`src/rtl/acm_pkg.sv`:
```
package acm_pkg;

    localparam int TAG_W   = 16;
    localparam int SLOT_W  = 20;
    localparam int N_SLOTS = 12;
    localparam int N_LINES = 2;
    localparam int CNT_W   = $clog2(SLOT_W);
    localparam int IDX_W   = $clog2(N_SLOTS + 1);

    typedef struct packed {
        logic             bit_en;
        logic [IDX_W-1:0] idx;
        logic             tag_end;
        logic             data_end;
    } frame_pos_t;

    typedef struct packed {
        logic [N_SLOTS-1:0] tag;
        logic [SLOT_W-1:0]  word;
    } line_view_t;

    typedef struct packed {
        logic              valid;
        logic [IDX_W-1:0]  num;
        logic [SLOT_W-1:0] data;
    } slot_out_t;

    typedef enum logic [1:0] {
        SRC_NONE = 2'd0,
        SRC_PRI  = 2'd1,
        SRC_SEC  = 2'd2,
        SRC_BOTH = 2'd3
    } src_e;

    function automatic src_e pick_src(input logic vp, input logic vs);
        src_e s;
        case ({vp, vs})
            2'b10:   s = SRC_PRI;
            2'b01:   s = SRC_SEC;
            2'b11:   s = SRC_BOTH;
            default: s = SRC_NONE;
        endcase
        return s;
    endfunction

    function automatic logic tag_for(input logic [N_SLOTS-1:0] t,
                                     input logic [IDX_W-1:0] i);
        logic r;
        r = 1'b0;
        for (int j = 1; j <= N_SLOTS; j++) begin
            if (i == IDX_W'(j)) r = t[N_SLOTS-j];
        end
        return r;
    endfunction

endpackage

```
`src/rtl/acm_frame_timer.sv`:
```
module acm_frame_timer
    import acm_pkg::*;
(
    input  logic       clk,
    input  logic       rst,
    input  logic       sync,
    output frame_pos_t fp
);

    localparam logic [CNT_W-1:0] TAG_LAST  = CNT_W'(TAG_W - 1);
    localparam logic [CNT_W-1:0] SLOT_LAST = CNT_W'(SLOT_W - 1);
    localparam logic [IDX_W-1:0] IDX_TOP   = IDX_W'(N_SLOTS);

    logic             sync_q;
    logic             active;
    logic [IDX_W-1:0] idx;
    logic [CNT_W-1:0] pos;
    logic             rise;
    logic             last;

    assign rise = sync & ~sync_q;
    assign last = active && (pos == ((idx == '0) ? TAG_LAST : SLOT_LAST));

    always_ff @(posedge clk) begin
        if (rst) begin
            sync_q <= 1'b0;
            active <= 1'b0;
            idx    <= '0;
            pos    <= '0;
        end else begin
            sync_q <= sync;
            if (rise) begin
                active <= 1'b1;
                idx    <= '0;
                pos    <= '0;
            end else if (active) begin
                if (last) begin
                    pos <= '0;
                    if (idx == IDX_TOP) active <= 1'b0;
                    else                idx    <= idx + 1'b1;
                end else begin
                    pos <= pos + 1'b1;
                end
            end
        end
    end

    assign fp.bit_en   = active;
    assign fp.idx      = idx;
    assign fp.tag_end  = last && (idx == '0);
    assign fp.data_end = last && (idx != '0);

    // framing stops after the final data slot unless a new start arrives
    assert_frame_stop_R9: assert property (@(posedge clk) disable iff (rst)
        (fp.data_end && idx == IDX_TOP && !rise) |=> !fp.bit_en);

    // a frame start always leads to the tag slot being walked first
    assert_restart_tag_R2: assert property (@(posedge clk) disable iff (rst)
        rise |=> (fp.bit_en && fp.idx == '0 && !fp.data_end));

endmodule

```
`src/rtl/acm_line_deser.sv`:
```
module acm_line_deser
    import acm_pkg::*;
(
    input  logic       clk,
    input  logic       rst,
    input  frame_pos_t fp,
    input  logic       sdin,
    output line_view_t view,
    output logic       ready
);

    logic [SLOT_W-2:0]  sr;
    logic [SLOT_W-1:0]  word_now;
    logic [N_SLOTS-1:0] tag;

    assign word_now = {sr, sdin};

    always_ff @(posedge clk) begin
        if (rst) begin
            sr    <= '0;
            tag   <= '0;
            ready <= 1'b0;
        end else begin
            if (fp.bit_en) sr <= word_now[SLOT_W-2:0];
            if (fp.tag_end) begin
                ready <= word_now[TAG_W-1];
                tag   <= word_now[TAG_W-2 -: N_SLOTS];
            end
        end
    end

    assign view.tag  = tag;
    assign view.word = word_now;

    // the ready flag only moves right after the tag slot closes
    assert_ready_update_R3: assert property (@(posedge clk) disable iff (rst)
        !$stable(ready) |-> $past(fp.tag_end));

endmodule

```
`src/rtl/acm_slot_merge.sv`:
```
module acm_slot_merge
    import acm_pkg::*;
(
    input  logic       clk,
    input  logic       rst,
    input  frame_pos_t fp,
    input  line_view_t view_p,
    input  line_view_t view_s,
    output slot_out_t  so,
    output logic       collide
);

    logic vp;
    logic vs;
    src_e src;

    assign vp  = tag_for(view_p.tag, fp.idx);
    assign vs  = tag_for(view_s.tag, fp.idx);
    assign src = pick_src(vp, vs);

    always_ff @(posedge clk) begin
        if (rst) begin
            so      <= '0;
            collide <= 1'b0;
        end else begin
            so.valid <= 1'b0;
            if (fp.data_end) begin
                so.valid <= (src != SRC_NONE);
                so.num   <= fp.idx;
                case (src)
                    SRC_PRI, SRC_BOTH: so.data <= view_p.word;
                    SRC_SEC:           so.data <= view_s.word;
                    default:           so.data <= '0;
                endcase
                if (src == SRC_BOTH) collide <= 1'b1;
            end
        end
    end

    // a merged strobe lasts one clock
    assert_strobe_single_R5: assert property (@(posedge clk) disable iff (rst)
        so.valid |=> !so.valid);

    // strobed slot numbers are data slots only
    assert_num_range_R5: assert property (@(posedge clk) disable iff (rst)
        so.valid |-> (so.num >= IDX_W'(1) && so.num <= IDX_W'(N_SLOTS)));

    // the clash flag never clears outside reset
    assert_collide_sticky_R8: assert property (@(posedge clk) disable iff (rst)
        collide |=> collide);

    // the clash flag rises only at the close of a data slot
    assert_collide_cause_R8: assert property (@(posedge clk) disable iff (rst)
        $rose(collide) |-> ($past(fp.data_end) && so.valid));

endmodule

```
`src/rtl/acm_dual_merge.sv`:
```
module acm_dual_merge
    import acm_pkg::*;
(
    input  logic              clk,
    input  logic              rst,
    input  logic              sync,
    input  logic              sdin_pri,
    input  logic              sdin_sec,
    output logic              ready_pri,
    output logic              ready_sec,
    output logic              slot_valid,
    output logic [IDX_W-1:0]  slot_num,
    output logic [SLOT_W-1:0] slot_data,
    output logic              collide_err
);

    frame_pos_t         fp;
    line_view_t         views [N_LINES];
    logic [N_LINES-1:0] sdin_v;
    logic [N_LINES-1:0] ready_v;
    slot_out_t          so;

    assign sdin_v = {sdin_sec, sdin_pri};

    acm_frame_timer u_timer (
        .clk  (clk),
        .rst  (rst),
        .sync (sync),
        .fp   (fp)
    );

    for (genvar g = 0; g < N_LINES; g++) begin : g_line
        acm_line_deser u_deser (
            .clk   (clk),
            .rst   (rst),
            .fp    (fp),
            .sdin  (sdin_v[g]),
            .view  (views[g]),
            .ready (ready_v[g])
        );
    end

    acm_slot_merge u_merge (
        .clk     (clk),
        .rst     (rst),
        .fp      (fp),
        .view_p  (views[0]),
        .view_s  (views[1]),
        .so      (so),
        .collide (collide_err)
    );

    assign ready_pri  = ready_v[0];
    assign ready_sec  = ready_v[1];
    assign slot_valid = so.valid;
    assign slot_num   = so.num;
    assign slot_data  = so.data;

    // nothing is strobed in the clock after reset
    assert_quiet_after_reset_R1: assert property (@(posedge clk)
        rst |=> (!slot_valid && !collide_err && !ready_pri && !ready_sec));

endmodule

```
`config.mk`:
```
export PLATFORM = sky130hd
export DESIGN_NAME = acm_dual_merge
export DESIGN_NICKNAME = d
export VERILOG_FILES = /design/src/rtl/acm_pkg.sv /design/src/rtl/acm_frame_timer.sv /design/src/rtl/acm_line_deser.sv /design/src/rtl/acm_slot_merge.sv /design/src/rtl/acm_dual_merge.sv
export SDC_FILE = /design/constraint.sdc
export NUM_CORES = 1
export LEC_CHECK = 0
export BUFFER_PORTS_ARGS = -buffer_cell sky130_fd_sc_hd__buf_2
export CORE_MARGIN = 1
export CORE_UTILIZATION = 40
export DETAILED_ROUTE_END_ITERATION = 16
export GPL_ROUTABILITY_DRIVEN = 0
export SYNTH_ARGS = -nofsm -noshare
export SYNTH_HDL_FRONTEND = slang
export SYNTH_SLANG_ARGS = --single-unit
export TNS_END_PERCENT = 50
```
`constraint.sdc`:
```
create_clock -name clk -period 2.15 [get_ports clk]
set_input_delay 0 -clock clk [delete_from_list [all_inputs] [get_ports clk]]
set_output_delay 0 -clock clk [all_outputs]
set_load 0.02 [all_outputs]
```
==> flow_summary.ini <==
[worst_hold_path]
holdCritPathClass = in -> reg
holdPathEnd = u_timer.sync_q
whs_path_depth = 3
min_from = sync

[worst_setup_path]
reg2reg_from = u_timer.idx[1]
worstSetupStartpoint = u_timer.idx[1]
crit_required_ns = 2.39
critPathBufInv = 3
worstPathMaxFanout = 13
crit_family = compound AO/OA/AOI/OAI gates
end_kind = flop
start_kind = flop
reg2reg_slack_ns = -0.0005
r2r_cells = 9
cp.arrival_ns = 2.39
critPathSlowestCell = dfxtp_2
critical_path.max_stage_delay_ns = 0.37
path_cells = inv_1 -> ha_2 -> buf_4 -> a21oi_1 -> a21oi_1 -> a311o_1 -> buf_4 -> o2111ai_1 -> o311ai_2
crit_type = reg -> reg
r2r_end = u_merge.so[17]

[clock_network]
cts_setup_buffers = 0
cts.path.max_buffers = 2
cts_sinks = 101
cts.clk_slew.worst_paths_ns = 0.10
cts_tree = built
cts-root-buf = clkbuf_8
ctsHtreeMaxLevel = 3
cts_buffers = 9
clk_latency_ns = 0.37

[sta]
fin_ws_ns = -0.0005480
setup_viol = 2
tightest_slew_ns = 0.7009
period_minus_slack_ns = 2.151
max_freq_mhz = 465.0
holdWs_ns = 0.4012
fin_skew_ns = 0.01590
hold_viol = 0
rsz0062_at_grt = yes
fin_crit_sh = 1.000
max_slew_margin = 0.5327
drv_slew = 0

[detailed_routing]
drtPass1Iterations = 4
via_per_inst = 5.296
routed_wl_mm = 10.12
drtIter0Drc = 176
num_vias = 3559
drc = 0
drtAntennaViolNets = 0
wl_per_cell_um = 15.06

[global_route]
grt_start_max_net_pins = 68
grt_pass1_wl_mm = 16.99
grt_use_total = 0.1886
antenna_found_initial = 0
grt_pass1_vias = 3372
overflow = 0

[logic_synthesis]
synthDistinctLibCells = 48
synthCells = 488
yosys_warnings = 0
ys_seq_area_frac = 0.4600
synth_edf_count = 0
ys_ff_latch = 101
ys.flop_type = dfxtp_1
syn_area_per_cell_um2 = 9.007
syn-cell-area_um2 = 4395
synth_async_sr_flop_share = 0
syn_nets = 498

[layout]
syn_to_final_growth_pct = 18.10
layout-drive-gt1-share = 0.2164
final_area_um2 = 5191
fin_nets = 541
antenna_cells = 0

[die]
coreArea_um2 = 10510
initial_core_util = 0.4183
die_h_um = 106.8
rows = 37
die_w_um = 106.8
die-area_um2 = 11410
io_pins = 33

[placement]
pre_cts_ws_ns = -0.09667
port_buffers = 32
placed_area_um2 = 4852
dp_hpwl_mm = 6.785

[power_and_ir_drop]
power_leakage_uw = 0.001891
peakVddDrop_mv = 0.3140
power.density_nw_per_um2 = 614.8

[run]
cap_violations = 0

[status]
outcome = complete, but fails checks
violations = negative setup slack
[metrics by stage]
| stage | util | setup TNS (ns) | cells | power, uW |
|---|---|---|---|---|
| after floorplan | - | 0 | 488 | 2008 |
| after global placement | 0.4617 | 0 | 652 | 2035 |
| after detailed placement | 0.4617 | -1.043 | 652 | 2037 |
| after CTS | 0.4893 | -0.09290 | 672 | 3229 |
| after global routing | 0.4940 | -1.672 | 672 | 3317 |
| final | 0.4940 | -0.0007692 | 672 | 3192 |
[flip-flops by register name (all words and copies together), names as in the netlist]
register,count
g_line.u_deser.sr,38
u_merge.so,25
g_line.u_deser.tag,24
u_timer.pos,5
u_timer.idx,4
g_line.u_deser.ready,2
u_merge.collide,1
u_timer.active,1
u_timer.sync_q,1
[how the worst max path moves through the flow]
stage / slack [ns] / depth (start not counted) / end
after floorplan: 0.009 / 9 / u_merge.so[0]
after global placement: 0.008 / 9 / u_merge.so[19]
after detailed placement: -0.1 / 8 / u_merge.so[18]
after CTS: -0.02 / 8 / u_merge.so[18]
after global routing: -0.11 / 9 / u_merge.so[17]
final: -0.0005 / 9 / u_merge.so[17]
[cells in the mapped netlist, drive strengths merged, types with 4 or more instances]
| cell | n | area share |
|---|---|---|
| xor2 | 4 | 0.0080 |
| o2111ai | 21 | 0.046 |
| a21oi | 37 | 0.042 |
| mux2i | 39 | 0.089 |
| nand2 | 76 | 0.065 |
| nor2 | 54 | 0.050 |
| dfxtp | 101 | 0.46 |
| clkbuf | 28 | 0.024 |
| buf | 11 | 0.017 |
| o21ai | 8 | 0.0091 |
| nand3 | 5 | 0.0057 |
| nand3b | 5 | 0.0085 |
| ha | 5 | 0.014 |
| nor2b | 6 | 0.0085 |
| inv | 26 | 0.022 |
| nand2b | 7 | 0.010 |
| o311ai | 20 | 0.057 |
[worst register-to-register path: cells and delay by family (launching register included)]
kind	cells	cell delay, ns
adders and majority gates	1	0.21
DFF	1	0.37
buffers and inverters	3	0.47
AOI/OAI and AO/OA	5	1.00
[placed cells by master, fill, tap and decap left out, types with 4 or more instances in the layout]
cell           instances
buf_4                 31
nand2_1               76
xor2_1                 4
o311ai_2              13
inv_1                 25
nand2b_1               7
dlygate4sd3_1          4
nand3b_1               5
clkbuf_8              10
dfxtp_1               98
a21oi_1               37
nand3_1                5
o2111ai_1             20
o21ai_0                4
mux2i_1               39
nor2b_1                6
o311ai_1               7
nor2_1                53
buf_2                 32
[report_power, final]
part	leakage (uW)	switching [uW]	internal, uW
Clock	0.000102	712	484
Combinational	0.000973	69.7	43.3
Sequential	0.000816	7.50	1880
[cell type report]
type	instances	area, um^2
clock buffer	10	137.6
clock inverter	6	62.56
fill	1001	5318
inverter	26	97.59
multi-input combinational	322	2191
sequential	101	2028
tap	136	170.2
timing repair buffer	71	504.2
[timing repair]
item,in CTS,in global routing
hold endpoints to repair,8,0
gates resized for setup,9,13
gates cloned,0,0
pin swaps,1,3
setup endpoints to repair,22,52
hold buffers,4,0
[metal layers]
metal  global-route usage  routed length (um)  vias to the layer above
met5                    0                   0                        -
met4              0.04990                  85                        0
met3              0.03587                 327                        6
met2               0.3000                4774                       50
met1               0.2613                4933                     1717
li1                     -                   -                     1786
[logic make-up after synthesis]
kind of cell,synth area share
buffers and inverters,0.06262
flip-flops,0.4600
XOR/XNOR,0.009963
multiplexers,0.08881
AND/OR/NAND/NOR,0.1677
AO/OA/AOI/OAI,0.1967
adder cells (fa/ha/maj),0.01423
(Power assumes the default switching activity.)
